**src/rtl/coal_pkg.sv**
```systemverilog
package coal_pkg;
  localparam int unsigned WAIT_W   = 48;
  localparam int unsigned NUM_LSB  = 0;
  localparam int unsigned TIME_LSB = 32;
endpackage

```
**src/rtl/coal_count.sv**
```systemverilog
module coal_count #(
  parameter int unsigned CNT_W = 20
) (
  input  logic             clk,
  input  logic             rst_n,
  input  logic             inc,
  input  logic             ack_we,
  input  logic [CNT_W-1:0] ack_val,
  input  logic             ld_we,
  input  logic [CNT_W-1:0] ld_val,
  output logic [CNT_W-1:0] cnt_q
);
  localparam logic [CNT_W-1:0] CNT_MAX = {CNT_W{1'b1}};

  function automatic logic [CNT_W-1:0] f_sub_sat(input logic [CNT_W-1:0] a,
                                                  input logic [CNT_W-1:0] b);
    return (b >= a) ? '0 : a - b;
  endfunction

  function automatic logic [CNT_W-1:0] f_inc_sat(input logic [CNT_W-1:0] a);
    return (a == CNT_MAX) ? a : a + 1'b1;
  endfunction

  logic [CNT_W-1:0] after_ack;
  logic [CNT_W-1:0] cnt_nxt;

  always_comb begin
    after_ack = ack_we ? f_sub_sat(cnt_q, ack_val) : cnt_q;
    if (ld_we) cnt_nxt = ld_val;
    else       cnt_nxt = inc ? f_inc_sat(after_ack) : after_ack;
  end

  always_ff @(posedge clk) begin
    if (!rst_n) cnt_q <= '0;
    else        cnt_q <= cnt_nxt;
  end
endmodule

```
**src/rtl/coal_timer.sv**
```systemverilog
module coal_timer #(
  parameter int unsigned TW_W  = 16,
  parameter int unsigned PRE_W = 10
) (
  input  logic             clk,
  input  logic             rst_n,
  input  logic             clear,
  output logic [PRE_W-1:0] pre_q,
  output logic [TW_W-1:0]  tmr_q
);
  localparam logic [PRE_W-1:0] PRE_MAX = {PRE_W{1'b1}};
  localparam logic [TW_W-1:0]  TMR_MAX = {TW_W{1'b1}};

  always_ff @(posedge clk) begin
    if (!rst_n || clear) begin
      pre_q <= '0;
      tmr_q <= '0;
    end else if (pre_q == PRE_MAX) begin
      pre_q <= '0;
      tmr_q <= (tmr_q == TMR_MAX) ? tmr_q : tmr_q + 1'b1;
    end else begin
      pre_q <= pre_q + 1'b1;
    end
  end
endmodule

```
**src/rtl/coal_cfg.sv**
```systemverilog
module coal_cfg
  import coal_pkg::*;
#(
  parameter int unsigned CNT_W = 20,
  parameter int unsigned TW_W  = 16
) (
  input  logic              clk,
  input  logic              rst_n,
  input  logic              wait_we,
  input  logic [WAIT_W-1:0] wait_wdata,
  input  logic              set_we,
  input  logic              set_bit,
  input  logic              clr_we,
  input  logic              clr_bit,
  output logic [CNT_W-1:0]  num_q,
  output logic [TW_W-1:0]   time_q,
  output logic              ena_q,
  output logic [WAIT_W-1:0] wait_rdata
);
  localparam logic [WAIT_W-1:0] USED_MASK =
    (WAIT_W'({CNT_W{1'b1}}) << NUM_LSB) | (WAIT_W'({TW_W{1'b1}}) << TIME_LSB);

  logic unused_wait_bits;
  assign unused_wait_bits = ^(wait_wdata & ~USED_MASK);

  always_ff @(posedge clk) begin
    if (!rst_n) begin
      num_q  <= '0;
      time_q <= '0;
      ena_q  <= 1'b0;
    end else begin
      if (wait_we) begin
        num_q  <= wait_wdata[NUM_LSB +: CNT_W];
        time_q <= wait_wdata[TIME_LSB +: TW_W];
      end
      if (clr_we && clr_bit)      ena_q <= 1'b0;
      else if (set_we && set_bit) ena_q <= 1'b1;
    end
  end

  assign wait_rdata = (WAIT_W'(num_q) << NUM_LSB) | (WAIT_W'(time_q) << TIME_LSB);
endmodule

```
**src/rtl/coal_irq_unit.sv**
```systemverilog
module coal_irq_unit
  import coal_pkg::*;
#(
  parameter int unsigned CNT_W = 20,
  parameter int unsigned TW_W  = 16,
  parameter int unsigned PRE_W = 10
) (
  input  logic              clk,
  input  logic              rst_n,
  input  logic              cmpl_valid,
  input  logic              cmpl_irq_req,
  input  logic              ack_we,
  input  logic [CNT_W-1:0]  ack_val,
  input  logic              cnt_we,
  input  logic [CNT_W-1:0]  cnt_val,
  input  logic              wait_we,
  input  logic [WAIT_W-1:0] wait_wdata,
  input  logic              ena_set_we,
  input  logic              ena_set_bit,
  input  logic              ena_clr_we,
  input  logic              ena_clr_bit,
  output logic [CNT_W-1:0]  done_cnt,
  output logic              irq,
  output logic [WAIT_W-1:0] wait_rdata,
  output logic              ena_rd
);
  function automatic logic f_fire(input logic [CNT_W-1:0] cnt,
                                  input logic [TW_W-1:0]  tmr,
                                  input logic [CNT_W-1:0] num,
                                  input logic [TW_W-1:0]  tw);
    logic [CNT_W-1:0] eff_num;
    eff_num = (num == '0) ? CNT_W'(1) : num;
    return (cnt != '0) && (((tw != '0) && (tmr >= tw)) || (cnt >= eff_num));
  endfunction

  logic             flagged_done;
  logic             timer_clr;
  logic [CNT_W-1:0] cnt_q;
  logic [PRE_W-1:0] pre_cnt;
  logic [TW_W-1:0]  scaled_time;
  logic [CNT_W-1:0] num_q;
  logic [TW_W-1:0]  time_q;
  logic             ena_q;
  logic             fire_now;
  logic             irq_q;

  assign flagged_done = cmpl_valid & cmpl_irq_req;
  assign timer_clr    = ack_we | cnt_we | (cnt_q == '0);

  coal_count #(.CNT_W(CNT_W)) u_count (
    .clk    (clk),
    .rst_n  (rst_n),
    .inc    (flagged_done),
    .ack_we (ack_we),
    .ack_val(ack_val),
    .ld_we  (cnt_we),
    .ld_val (cnt_val),
    .cnt_q  (cnt_q)
  );

  coal_timer #(.TW_W(TW_W), .PRE_W(PRE_W)) u_timer (
    .clk  (clk),
    .rst_n(rst_n),
    .clear(timer_clr),
    .pre_q(pre_cnt),
    .tmr_q(scaled_time)
  );

  coal_cfg #(.CNT_W(CNT_W), .TW_W(TW_W)) u_cfg (
    .clk       (clk),
    .rst_n     (rst_n),
    .wait_we   (wait_we),
    .wait_wdata(wait_wdata),
    .set_we    (ena_set_we),
    .set_bit   (ena_set_bit),
    .clr_we    (ena_clr_we),
    .clr_bit   (ena_clr_bit),
    .num_q     (num_q),
    .time_q    (time_q),
    .ena_q     (ena_q),
    .wait_rdata(wait_rdata)
  );

  assign fire_now = f_fire(cnt_q, scaled_time, num_q, time_q);

  always_ff @(posedge clk) begin
    if (!rst_n) irq_q <= 1'b0;
    else        irq_q <= ena_q & fire_now;
  end

  assign done_cnt = cnt_q;
  assign irq      = irq_q;
  assign ena_rd   = ena_q;
endmodule

```
**config.mk**
```make
export PLATFORM = sky130hd
export DESIGN_NAME = coal_irq_unit
export DESIGN_NICKNAME = d
export VERILOG_FILES = /design/src/rtl/coal_pkg.sv /design/src/rtl/coal_count.sv /design/src/rtl/coal_timer.sv /design/src/rtl/coal_cfg.sv /design/src/rtl/coal_irq_unit.sv
export SDC_FILE = /design/constraint.sdc
export NUM_CORES = 1
export LEC_CHECK = 0
export ABC_CLOCK_PERIOD_IN_PS = 5950
export BUFFER_PORTS_ARGS = -buffer_cell sky130_fd_sc_hd__buf_4
export CAP_MARGIN = 20
export CORE_MARGIN = 2
export CORE_UTILIZATION = 40
export CTS_CLUSTER_SIZE = 30
export DETAILED_ROUTE_END_ITERATION = 10
export GPL_TIMING_DRIVEN = 0
export PLACE_DENSITY_LB_ADDON = 0.08
export SLEW_MARGIN = 5
export SYNTH_ARGS = -nofsm -noshare
export SYNTH_HDL_FRONTEND = slang
export SYNTH_SLANG_ARGS = --single-unit
```
**constraint.sdc**
```tcl
create_clock -name clk -period 5.95 [get_ports clk]
set_input_delay 0.2975 -clock clk [delete_from_list [all_inputs] [get_ports clk]]
set_output_delay 0.2975 -clock clk [all_outputs]
set_load 0.005 [all_outputs]
```
==> metrics.md, run 1 <==
| Metric | Value |
|---|---|
| Status | complete, no violations |
| CP startpoint kind | flip-flop |
| Synth-to-layout area growth | 25.67% |
| Worst VDD drop | 0.1503 mV |
| Synth Area in XOR/XNOR | 4.999% |
| Leading cell types in the layout, fill and taps excluded | 155 x buf_4, 84 x dfxtp_1, 63 x inv_1, 59 x ha_1, 54 x nand3_1 |
| First-pass GRT wire length | 31370 um |
| Main combinational cell family by area after synthesis | simple AND/OR/NAND/NOR gates |
| Syn Area/Cell | 8.083 sq um |
| Layout cells sized above 1 | 20.70% |
| Synthesized area | 6482 sq um |
| Die ar. | 17240 sq um |
| Top_reg_cell synth | dfxtp_1 |
| Flop and latch count out of synthesis | 84 |
| Total gr overflow | 0 |
| Slew @ Worst Pin | 0.8017 ns |
| Sequential element share of the synthesized area | 25.94% |
| Min-delay src | cnt_val[6] |
| Max Clock Skew | 0.005946 ns |
| Worst min path class | in2reg |
| CTS tree | yes |
| Top area cells in the synthesized netlist | dfxtp_1 26%, ha_1 11%, mux2i_1 6.2% |
| Cell leakage power | 3.572 nW |
| Via density | 5.411 |
| Post-DP HPWL | 15770 um |
| IO Port Bufs | 142 |
| Total number of vias | 6423 |
| Routed len/inst | 16.68 um |
| Initial core utilization | 40.81% |
| Top cell type's share of synthesized area | 25.94% |
| Initial antenna violation count | 0 |
| IO Count | 169 |
| Fmax | 0.2128 GHz |
| GR Util All Layers | 22.52% |
| ANT cells | 0 |
| H-tree Lvls | 3 |
| Fill count | 1653 |
| Number of routed nets with antenna violations | 0 |
| Setup_tns | 0 ns |
| DIE WIDTH | 131.3 um |
| CTS resizes | 0 |
| Fin nets | 1125 |
| Worst-skew pair later-pin latency | 0.34 ns |
| Setup Crit Path Kind | reg2reg |
| Layout Utilization | 51.28% |
| EDFF count, synth | 0 |
| Most common cell after layout, fill and taps aside | buf_4 |
| CP startpoint | u_count.cnt_q[0]$_SDFF_PN0_ |
| First DRT Iteration DRCs | 480 |
| TritonRoute pass-1 iters | 5 |
| Final period utilization | 78.96% |
| Post-CTS setup buffer count | 0 |
| Max cap viols | 0 |
| CP Capture Type | flip-flop |
| Vias in the first global route | 5799 |
| Final wirelength | 19790 um |
| Cts hold-fix bufs | 0 |
| RSZ-0062 raised after global routing | no |
| Dpl cell area | 7860 sq um |
| Share of synthesized flip-flops with an asynchronous set or reset | 0% |
| Row cnt | 46 |
| Post-layout min period | 4.698 ns |
| Synth Area in Compound Gates | 18.55% |
| Critical path fanouts, max | 10 |
| Design Area, Final | 8147 sq um |
| Max clock buf depth | 2 |
| R2r startpoint | u_count.cnt_q[0]$_SDFF_PN0_ |
| Pins Over Slew Limit | 0 |
| CTS buffer count | 9 |
| Post-Syn Instances | 802 |
| Mux contribution to synthesized area | 6.176% |
| CORE AREA | 15890 sq um |
| Clock Tree Root | clkbuf_16 |
| Synthesis Warnings | 0 |
| Die Y | 131.3 um |
| CTS sink count | 84 |
| Yosys cell types | 70 |
| Largest net degree at the start of global routing | 16 |
| Final Hold Viols | 0 |
| Synth Area in Simple Gates | 25.00% |
| Final setup vio count | 0 |
| Gpl congestion | 0.8812 |
| Post-synth top area cell | dfxtp_1 |
| Worst path required time | 6.22 ns |
| # DRC | 0 |
| Adder-cell share of the synthesized area | 11.70% |
| CP arrival | 4.97 ns |
| Rel. slew slack | 46.06% |
| CTS clk-pin slew, worst paths | 0.06 ns |
| Power Density | 193.5 nW/um^2 |
-- worst max-delay path: stages, from the launching register on --
cell	delay, ns
dfxtp_1	0.42
inv_1	0.13
ha_1	0.21
inv_1	0.06
fa_1	0.20
a21o_1	0.18
nand4_1	0.17
a211oi_2	0.35
o21ba_2	0.23
o21ai_2	0.15
o21ai_0	0.40
ha_1	0.30
nand2_1	0.09
a221o_1	0.38
nor4b_2	0.58
nand3_1	0.19
buf_2	0.24
a211o_1	0.27
nand3_1	0.08
-- power by group --
part	internal, mW	switching (mW)
Clock	0.298	0.241
Sequential	0.587	0.0413
Combinational	0.197	0.212
-- final cells by class --
type,instances,area (sq um),area share [%]
plain buffers,48,251.5,3.087
clock buffers,10,239.0,2.933
clock inverters,6,47.55,0.5836
inverters,64,240.2,2.949
multi-input cells,617,4350,53.40
flip-flops and latches,84,1682,20.64
well taps,216,270.3,3.317
repair buffers,142,1066,13.09
-- cell usage after synthesis (20+ instances only) --
cell / instances
o21ai_0: 26
a21o_1: 23
inv_1: 63
dfxtp_1: 84
nand3_1: 54
mux2i_1: 40
a21oi_1: 38
nand2_1: 48
nor2_1: 49
xor2_1: 20
ha_1: 59
nor2b_1: 50
nand4_1: 22
-- flip-flops by register name, indices dropped and copies added, names as in the netlist --
| signal | count |
|---|---|
| u_cfg.time_q | 16 |
| u_cfg.ena_q | 1 |
| u_count.cnt_q | 20 |
| u_timer.pre_q | 10 |
| u_timer.tmr_q | 16 |
| u_cfg.num_q | 20 |
| irq | 1 |
-- stage by stage --
step | hold WS, ns | power, mW | worst slack [ns] | std cells
finish | 0.2037 | 1.577 | 1.252 | 1187
detailed placement | 0.4915 | 1.043 | 1.403 | 1171
global placement | 0.4865 | 1.043 | 1.309 | 1171
floorplan | 0.4376 | 0.8805 | 2.182 | 813
CTS | 0.1978 | 1.584 | 1.350 | 1187
global route | 0.2146 | 1.665 | 0.9179 | 1187
-- worst paths after layout --
path	end	slack, ns	cells after the start
setup reg to reg	u_count.cnt_q[13]$_SDFF_PN0_	1.25	18
hold reg to reg	u_timer.pre_q[0]$_SDFF_PP0_	0.50	1
setup / recovery	u_count.cnt_q[13]$_SDFF_PN0_	1.25	18
hold / removal	u_count.cnt_q[6]$_SDFF_PN0_	0.20	3
-- per-layer routing --
metal  track usage [%]  routed length [um]
met1             34.63               10200
met2             32.13                7922
met3             4.475                1436
met4             4.771                 232
met5                 0                   0
-- logic make-up (layout without fill, tap and decap cells) --
group,after synthesis,in the layout
AOI/OAI and AO/OA,168,168
other,1,12
buffers and inverters,112,270
muxes,40,40
and+or+nand+nor,300,300
DFF,84,84
xor gates and xnor gates,37,37
adders and majority gates,60,60
Power figures use the tool's default switching activity.
==> inputs of run 2 (changes only) <==
- ABC_AREA: default -> 1
- ABC_CLOCK_PERIOD_IN_PS: 5950 -> 4800
- clock period: 5.95 -> 4.8 ns (I/O delays scaled with it)
==> run 2 against run 1 <==
Net effect:
- combinational power rose by 44%
- clock power rose by 31%
- maximum frequency rose by 26%
- non-clock buffer count fell by 9
- first-iteration DRC count rose by 11%
- global-route usage rose by 1.4 points
- die area rose by 6.3%
- critical path depth rose by 1
- hold slack got worse by 0.13 ns
- power rose by 32%
- count of clock-buffer cells in the layout rose by 1
- highest routed layer unchanged
==> metrics.md, run 2 <==
| Metric | Value |
|---|---|
| Switch share | 33.46% (was 31.39%) |
| Synthesized area | 6902 sq um (was 6482 sq um) |
| CTS buffer count | 9 (unchanged) |
| Yosys cell types | 48 (was 70) |
| Initial antenna violation count | 0 (unchanged) |
| IO Port Bufs | 143 (was 142) |
| Switch Pwr | 695.8 uW (was 494.8 uW) |
| Setup Crit Path Kind | reg2reg (unchanged) |
| CTS sink count | 84 (unchanged) |
| Combinational power share | 28.4% (was 26.0%) |
| Initial core utilization | 40.46% (was 40.81%) |
| Syn Area/Cell | 6.361 sq um (was 8.083 sq um) |
| Largest regs | u_cfg.num_q (20), u_count.cnt_q (20) (unchanged) |
| RSZ-0062 raised after global routing | no (unchanged) |
| Post-layout min period | 3.739 ns (was 4.698 ns) |
| Routed len/inst | 14.63 um (was 16.68 um) |
| TritonRoute pass-1 iters | 5 (unchanged) |
| Post-synth top area cell | dfxtp_1 (unchanged) |
| Final Hold Viols | 0 (unchanged) |
| Post-DP HPWL | 17610 um (was 15770 um) |
| CTS clk-pin slew, worst paths | 0.07 ns (was 0.06 ns) |
| Status | complete, no violations (unchanged) |
| DIE WIDTH | 135.4 um (was 131.3 um) |
| Internal Dissipation | 1.384 mW (was 1.082 mW) |
| Layout cells sized above 1 | 18.88% (was 20.70%) |
| First DRT Iteration DRCs | 531 (was 480) |
| CP startpoint | u_count.cnt_q[7]$_SDFF_PN0_ (was u_count.cnt_q[0]$_SDFF_PN0_) |
| Final wirelength | 21650 um (was 19790 um) |
| Sequential Power Share | 37.6% (was 39.8%) |
| Total number of vias | 7323 (was 6423) |
| Worst-skew pair later-pin latency | 0.34 ns (about the same) |
| R2R setup slack | 1.06 ns (was 1.25 ns) |
| Clock power frac | 34.1% (was 34.2%) |
| Share of synthesized flip-flops with an asynchronous set or reset | 0% (unchanged) |
| ANT cells | 0 (unchanged) |
| Critical path's slowest cell | dfxtp_1 (was nor4b_2) |
| Worst reg-to-reg path cell count | 19 (was 18) |
| Fill count | 1820 (was 1653) |
| Layout Utilization | 50.37% (was 51.28%) |
| Worst setup path end | u_count.cnt_q[0]$_SDFF_PN0_ (was u_count.cnt_q[13]$_SDFF_PN0_) |
| Top cell type's share of synthesized area | 24.37% (was 25.94%) |
| Fin nets | 1409 (was 1125) |
| Critical path fanouts, max | 10 (unchanged) |
| Vias in the first global route | 6785 (was 5799) |
| Via density | 4.948 (was 5.411) |
| Fmax | 0.2675 GHz (was 0.2128 GHz) |
| Worst path required time | 5.03 ns (was 6.22 ns) |
| Top-count cell post-synth | nand2_1 (was dfxtp_1) |
| Final setup vio count | 0 (unchanged) |
| H-tree Lvls | 3 (unchanged) |
| Synthesis Warnings | 0 (unchanged) |
| Post-Syn Instances | 1085 (was 802) |
| CTS tree | yes (unchanged) |
| Max Clock Skew | 0.007842 ns (was 0.005946 ns) |
| CP Capture Type | flip-flop (unchanged) |
| Synth-to-layout area growth | 24.49% (was 25.67%) |
| GR Util All Layers | 23.91% (was 22.52%) |
| Final period utilization | 77.89% (was 78.96%) |
| Worst min path class | in2reg (unchanged) |
| Power Density | 242.0 nW/um^2 (was 193.5 nW/um^2) |
| Sequential element share of the synthesized area | 24.37% (was 25.94%) |
| Cts hold-fix bufs | 0 (unchanged) |
| CP peak stage delay | 0.61 ns (was 0.58 ns) |
| Leading cell types in the layout, fill and taps excluded | 260 x nand2_1, 170 x inv_1, 156 x buf_4, 95 x nor2_1, 84 x dfxtp_1 (was 155 x buf_4, 84 x dfxtp_1, 63 x inv_1, 59 x ha_1, 54 x nand3_1) |
| IO Count | 169 (unchanged) |
| Row cnt | 48 (was 46) |
| R2r startpoint | u_count.cnt_q[7]$_SDFF_PN0_ (was u_count.cnt_q[0]$_SDFF_PN0_) |
| Top area cells in the synthesized netlist | dfxtp_1 24%, nand2_1 14%, ha_1 11% (was dfxtp_1 26%, ha_1 11%, mux2i_1 6.2%) |
| First-pass GRT wire length | 34250 um (was 31370 um) |
| Max clock buf depth | 2 (unchanged) |
| Setup_tns | 0 ns (unchanged) |
| Die Y | 135.4 um (was 131.3 um) |
| EDFF count, synth | 0 (unchanged) |
| Top_reg_cell synth | dfxtp_1 (unchanged) |
| Rel. slew slack | 36.65% (was 46.06%) |
| CTS resizes | 0 (unchanged) |
| Slew @ Worst Pin | 0.9380 ns (was 0.8017 ns) |
| Pins Over Slew Limit | 0 (unchanged) |
| # DRC | 0 (unchanged) |
| Number of routed nets with antenna violations | 0 (unchanged) |
| Most common cell after layout, fill and taps aside | nand2_1 (was buf_4) |
| Cell leakage power | 4.293 nW (was 3.572 nW) |
| Post-CTS setup buffer count | 0 (unchanged) |
| Synth top cells by count | 260 x nand2_1, 170 x inv_1, 95 x nor2_1 (was 84 x dfxtp_1, 63 x inv_1, 59 x ha_1) |
| CP startpoint kind | flip-flop (unchanged) |
| Max cap viols | 0 (unchanged) |
| Worst VDD drop | 0.2211 mV (was 0.1503 mV) |
| Flop and latch count out of synthesis | 84 (unchanged) |
| Gpl congestion | 0.9674 (was 0.8812) |
| CP arrival | 3.97 ns (was 4.97 ns) |
| Largest net degree at the start of global routing | 15 (was 16) |
| CORE AREA | 17060 sq um (was 15890 sq um) |
| Clock Tree Root | clkbuf_16 (unchanged) |
| Die ar. | 18320 sq um (was 17240 sq um) |
| Total gr overflow | 0 (unchanged) |
| Min-delay src | ena_clr_bit (was cnt_val[6]) |
| RR Endpoint | u_count.cnt_q[0]$_SDFF_PN0_ (was u_count.cnt_q[13]$_SDFF_PN0_) |
| CP cell instances | ha_1 > nand2_1 > nor2_1 > inv_1 > nor2_1 > a21oi_2 > buf_4 > nand3b_2 > nand2_2 > ha_1 > inv_1 > nor2_2 > nand2_1 > nor2_2 > nand3_2 > nand2_1 > nor2_1 > o21ai_1 > inv_1 (was inv_1 > ha_1 > inv_1 > fa_1 > a21o_1 > nand4_1 > a211oi_2 > o21ba_2 > o21ai_2 > o21ai_0 > ha_1 > nand2_1 > a221o_1 > nor4b_2 > nand3_1 > buf_2 > a211o_1 > nand3_1) |
run 2: cell families (layout without fill, tap and decap cells):
family	Yosys count	after routing	share of synthesized area, %
and+or+nand+nor	548	548	36.95
buffers and inverters	216	375	12.80
AOI/OAI and AO/OA	161	161	12.94
DFF	84	84	24.37
adders and majority gates	60	60	10.99
xor gates and xnor gates	15	15	1.903
other	1	12	0.05434
run 2: final cells by class:
class                   count  area [sq um]  share of cell area, %
multi-input cells         796          4378                  50.95
flip-flops and latches     84          1682                  19.57
repair buffers            143          1074                  12.49
inverters                 178         668.1                  7.776
well taps                 225         281.5                  3.277
clock buffers              11         232.7                  2.709
plain buffers              38         215.2                  2.505
clock inverters             5         61.31                 0.7136
run 2: power by group through the flow:
stage / Clock (mW) / Sequential, mW / Combinational, mW
floorplan: 0 / 0.777 / 0.372
global placement: 0 / 0.796 / 0.581
detailed placement: 0 / 0.797 / 0.585
CTS: 0.725 / 0.781 / 0.588
global route: 0.750 / 0.784 / 0.669
finish: 0.708 / 0.781 / 0.590
run 2: worst min-delay path by stage:
| stage | endpoint | slack, ns | cells past startpoint |
|---|---|---|---|
| after global placement | u_cfg.ena_q$_SDFFE_PP0P_ | 0.43 | 2 |
| final | u_cfg.ena_q$_SDFFE_PP0P_ | 0.07 | 2 |
| after floorplan | u_cfg.ena_q$_SDFFE_PP0P_ | 0.34 | 1 |
| after CTS | u_cfg.ena_q$_SDFFE_PP0P_ | 0.06 | 2 |
| after global routing | u_cfg.ena_q$_SDFFE_PP0P_ | 0.06 | 2 |
| after detailed placement | u_cfg.ena_q$_SDFFE_PP0P_ | 0.43 | 2 |
run 2: metrics by stage:
stage	instances	hold slack, ns	worst slack (ns)	instance area (sq um)	power (mW)
after floorplan	1096	0.3356	1.854	6943	1.149
after global placement	1464	0.4267	1.103	8298	1.377
after detailed placement	1464	0.4283	1.108	8298	1.381
after CTS	1480	0.06031	1.087	8592	2.095
after global routing	1480	0.06066	0.8203	8592	2.204
final	1480	0.07050	1.061	8592	2.080
run 2: critical path: cells and delay by family (launching register included):
| kind | cells | cell delay, ns |
|---|---|---|
| adders and majority gates | 2 | 0.65 |
| AOI/OAI and AO/OA | 2 | 0.46 |
| and+or+nand+nor | 11 | 1.41 |
| DFF | 1 | 0.61 |
| buffers and inverters | 4 | 0.50 |
run 2: routing by layer:
metal | routed length (um) | GRT usage [%] | vias to the layer above
met5 | 0 | 0 | -
met4 | 492 | 7.060 | 0
met3 | 1086 | 4.040 | 29
met2 | 9758 | 38.75 | 169
met1 | 10320 | 32.67 | 3290
li1 | - | - | 3835
==> inputs of run 3 (changes only) <==
- ABC_CLOCK_PERIOD_IN_PS: 4800 -> 3800
- clock period: 4.8 -> 3.8 ns (I/O delays scaled with it)
==> run 3 against run 2 <==
Net effect:
- flip-flop and latch count is the same
- maximum frequency grew 3.6%
- critical path type unchanged
- clock skew shrank 0.0013 ns
- hold slack lost 0.052 ns
- via count shrank 0.41%
- register-to-register slack lost 0.87 ns
- largest cell class unchanged
- power grew 26%
- global-route usage is the same
==> metrics.md, run 3 (synthesis results as in run 2) <==
| Metric | Value |
|---|---|
| Worst path bufs/invs | 4 (unchanged) |
| Vias in the first global route | 6785 (unchanged) |
| Fin Hold WS | 0.01882 ns (was 0.07050 ns) |
| Max Clock Skew | 0.006583 ns (was 0.007842 ns) |
| Max cap viols | 0 (unchanged) |
| CP startpoint | u_count.cnt_q[4]$_SDFF_PN0_ (was u_count.cnt_q[7]$_SDFF_PN0_) |
| DIE WIDTH | 135.4 um (unchanged) |
| Min-delay src | ena_clr_bit (unchanged) |
| GR Util All Layers | 23.91% (unchanged) |
| Leading cell types in the layout, fill and taps excluded | 260 x nand2_1, 170 x inv_1, 156 x buf_4, 95 x nor2_1, 83 x a21oi_1 (was 260 x nand2_1, 170 x inv_1, 156 x buf_4, 95 x nor2_1, 84 x dfxtp_1) |
| RSZ-0062 raised after global routing | no (unchanged) |
| Dpl cell area | 8298 sq um (unchanged) |
| Pins Over Slew Limit | 0 (unchanged) |
| CP startpoint kind | flip-flop (unchanged) |
| Worst path required time | 4.03 ns (was 5.03 ns) |
| Final Hold Viols | 0 (unchanged) |
| Final setup vio count | 0 (unchanged) |
| Setup_tns | 0 ns (unchanged) |
| Layout cells sized above 1 | 19.60% (was 18.88%) |
| Worst VDD drop | 0.2805 mV (was 0.2211 mV) |
| Most common cell after layout, fill and taps aside | nand2_1 (unchanged) |
| Routed len/inst | 14.66 um (was 14.63 um) |
| Post-CTS setup buffer count | 0 (unchanged) |
| CP Capture Type | flip-flop (unchanged) |
| CP arrival | 3.84 ns (was 3.97 ns) |
| CTS clk-pin slew, worst paths | 0.06 ns (was 0.07 ns) |
| Largest regs | u_cfg.num_q (20), u_count.cnt_q (20) (unchanged) |
| Die Y | 135.4 um (unchanged) |
| GRT met1 Usage | 32.67% (unchanged) |
| CORE AREA | 17060 sq um (unchanged) |
| Initial antenna violation count | 0 (unchanged) |
| Final period utilization | 95.01% (was 77.89%) |
| Worst-skew pair later-pin latency | 0.34 ns (about the same) |
| Largest net degree at the start of global routing | 15 (unchanged) |
| Max clock buf depth | 2 (unchanged) |
| Rel. slew slack | 33.91% (was 36.65%) |
| CTS tree | yes (unchanged) |
| Fin nets | 1409 (unchanged) |
| Post-Layout Cell Count | 1480 (unchanged) |
| First-pass GRT wire length | 34250 um (unchanged) |
| Number of routed nets with antenna violations | 0 (unchanged) |
| Cell leakage power | 4.297 nW (was 4.293 nW) |
| Overall Power | 2.628 mW (was 2.080 mW) |
| Final wirelength | 21700 um (was 21650 um) |
| Setup Crit Path Kind | reg2reg (unchanged) |
| Gpl congestion | 0.9674 (unchanged) |
| Crit-path most repeated cell | nand2_1 |
| Placed cells | 1464 (unchanged) |
| Row cnt | 48 (unchanged) |
| Worst slack, placed | 0.1083 ns (was 1.108 ns) |
| CP cell instances | ha_1 > nand2_1 > nor2_1 > inv_1 > nor2_1 > a21oi_2 > buf_4 > nand3_1 > nand2_1 > ha_2 > inv_1 > nor2_2 > nand2_1 > nor2_2 > nand3_2 > nand2_1 > nor2_1 > o21ai_1 > inv_1 (was ha_1 > nand2_1 > nor2_1 > inv_1 > nor2_1 > a21oi_2 > buf_4 > nand3b_2 > nand2_2 > ha_1 > inv_1 > nor2_2 > nand2_1 > nor2_2 > nand3_2 > nand2_1 > nor2_1 > o21ai_1 > inv_1) |
| Design Area, Final | 8610 sq um (was 8592 sq um) |
| M3 GR Usage | 4.040% (unchanged) |
| Worst min path class | in2reg (unchanged) |
| Final WS setup | 0.1896 ns (was 1.061 ns) |
| Via density | 4.928 (was 4.948) |
| CTS buffer count | 9 (unchanged) |
| Total number of vias | 7293 (was 7323) |
| First DRT Iteration DRCs | 485 (was 531) |
| CP peak stage delay | 0.56 ns (was 0.61 ns) |
| Layout Utilization | 50.48% (was 50.37%) |
| CTS sink count | 84 (unchanged) |
| GR met2 Demand/Resource | 38.75% (unchanged) |
| R2r startpoint | u_count.cnt_q[4]$_SDFF_PN0_ (was u_count.cnt_q[7]$_SDFF_PN0_) |
| Most used routing layer | met2 (unchanged) |
| # DRC | 0 (unchanged) |
| Fmax | 0.2770 GHz (was 0.2675 GHz) |
| Status | complete, no violations (unchanged) |
| Delay-heaviest family, CP | simple AND/OR/NAND/NOR gates (unchanged) |
| ANT cells | 0 (unchanged) |
| Power Density | 305.2 nW/um^2 (was 242.0 nW/um^2) |
| Synth-to-layout area growth | 24.75% (was 24.49%) |
| IO Count | 169 (unchanged) |
| Total gr overflow | 0 (unchanged) |
| Post-DP HPWL | 17610 um (unchanged) |
| IO Port Bufs | 143 (unchanged) |
| H-tree Lvls | 3 (unchanged) |
| Slew @ Worst Pin | 0.9786 ns (was 0.9380 ns) |
| Clock Tree Root | clkbuf_16 (unchanged) |
| Initial core utilization | 40.46% (unchanged) |
| Critical path's slowest cell | dfxtp_1 (unchanged) |
| Die ar. | 18320 sq um (unchanged) |
| Critical path fanouts, max | 10 (unchanged) |
| Post-layout min period | 3.610 ns (was 3.739 ns) |
| TritonRoute pass-1 iters | 5 (unchanged) |
==> run 3: cell count changes in the layout (fill, tap and decap cells not counted) <==
cell	delta
nand3_1	-1
dfxtp_2	+6
fa_2	+1
fa_1	-1
nand3_2	+1
ha_1	-1
dfxtp_1	-6
ha_2	+1
==> run 3: worst paths after layout <==
| kind | endpoint | depth (start not counted) | slack (ns) |
|---|---|---|---|
| hold reg to reg | u_timer.pre_q[0]$_SDFF_PP0_ | 1 | 0.45 |
| setup reg to reg | u_count.cnt_q[0]$_SDFF_PN0_ | 19 | 0.19 |
| setup / recovery | u_count.cnt_q[0]$_SDFF_PN0_ | 19 | 0.19 |
| hold / removal | u_cfg.ena_q$_SDFFE_PP0P_ | 2 | 0.02 |
==> run 3: worst register-to-register path, cell delays in order, from the launching register on <==
cell	delay, ns
dfxtp_1	0.56
ha_1	0.36
nand2_1	0.12
nor2_1	0.06
inv_1	0.11
nor2_1	0.08
a21oi_2	0.24
buf_4	0.23
nand3_1	0.11
nand2_1	0.17
ha_2	0.26
inv_1	0.08
nor2_2	0.17
nand2_1	0.14
nor2_2	0.15
nand3_2	0.17
nand2_1	0.17
nor2_1	0.06
o21ai_1	0.21
inv_1	0.06
==> run 3: report_power, final <==
group / switching, mW / internal, mW
sequential: 0.0618 / 0.926
clock: 0.382 / 0.513
combinational: 0.435 / 0.311
total: 0.878 / 1.75
==> run 3: area by class of cell <==
type	count	area (sq um)
sequential	84	1689
clock buffer	11	232.7
clock inverter	5	61.31
inverter	178	668.1
tap	225	281.5
timing repair buffer	143	1074
multi-input combinational	796	4388
fill	1820	8447
buffer	38	215.2
==> run 3: per-layer routing <==
layer	vias up	part of all wire, %
met5	-	0
met3	31	5.1
met4	0	2.3
li1	3839	-
met1	3252	47
met2	171	45
==> run 3: repair_timing <==
item | CTS | global route
setup endpoints to repair | 0 | 16
gates resized for setup | 0 | 9
hold buffers | 0 | 0
hold endpoints to repair | 0 | 0
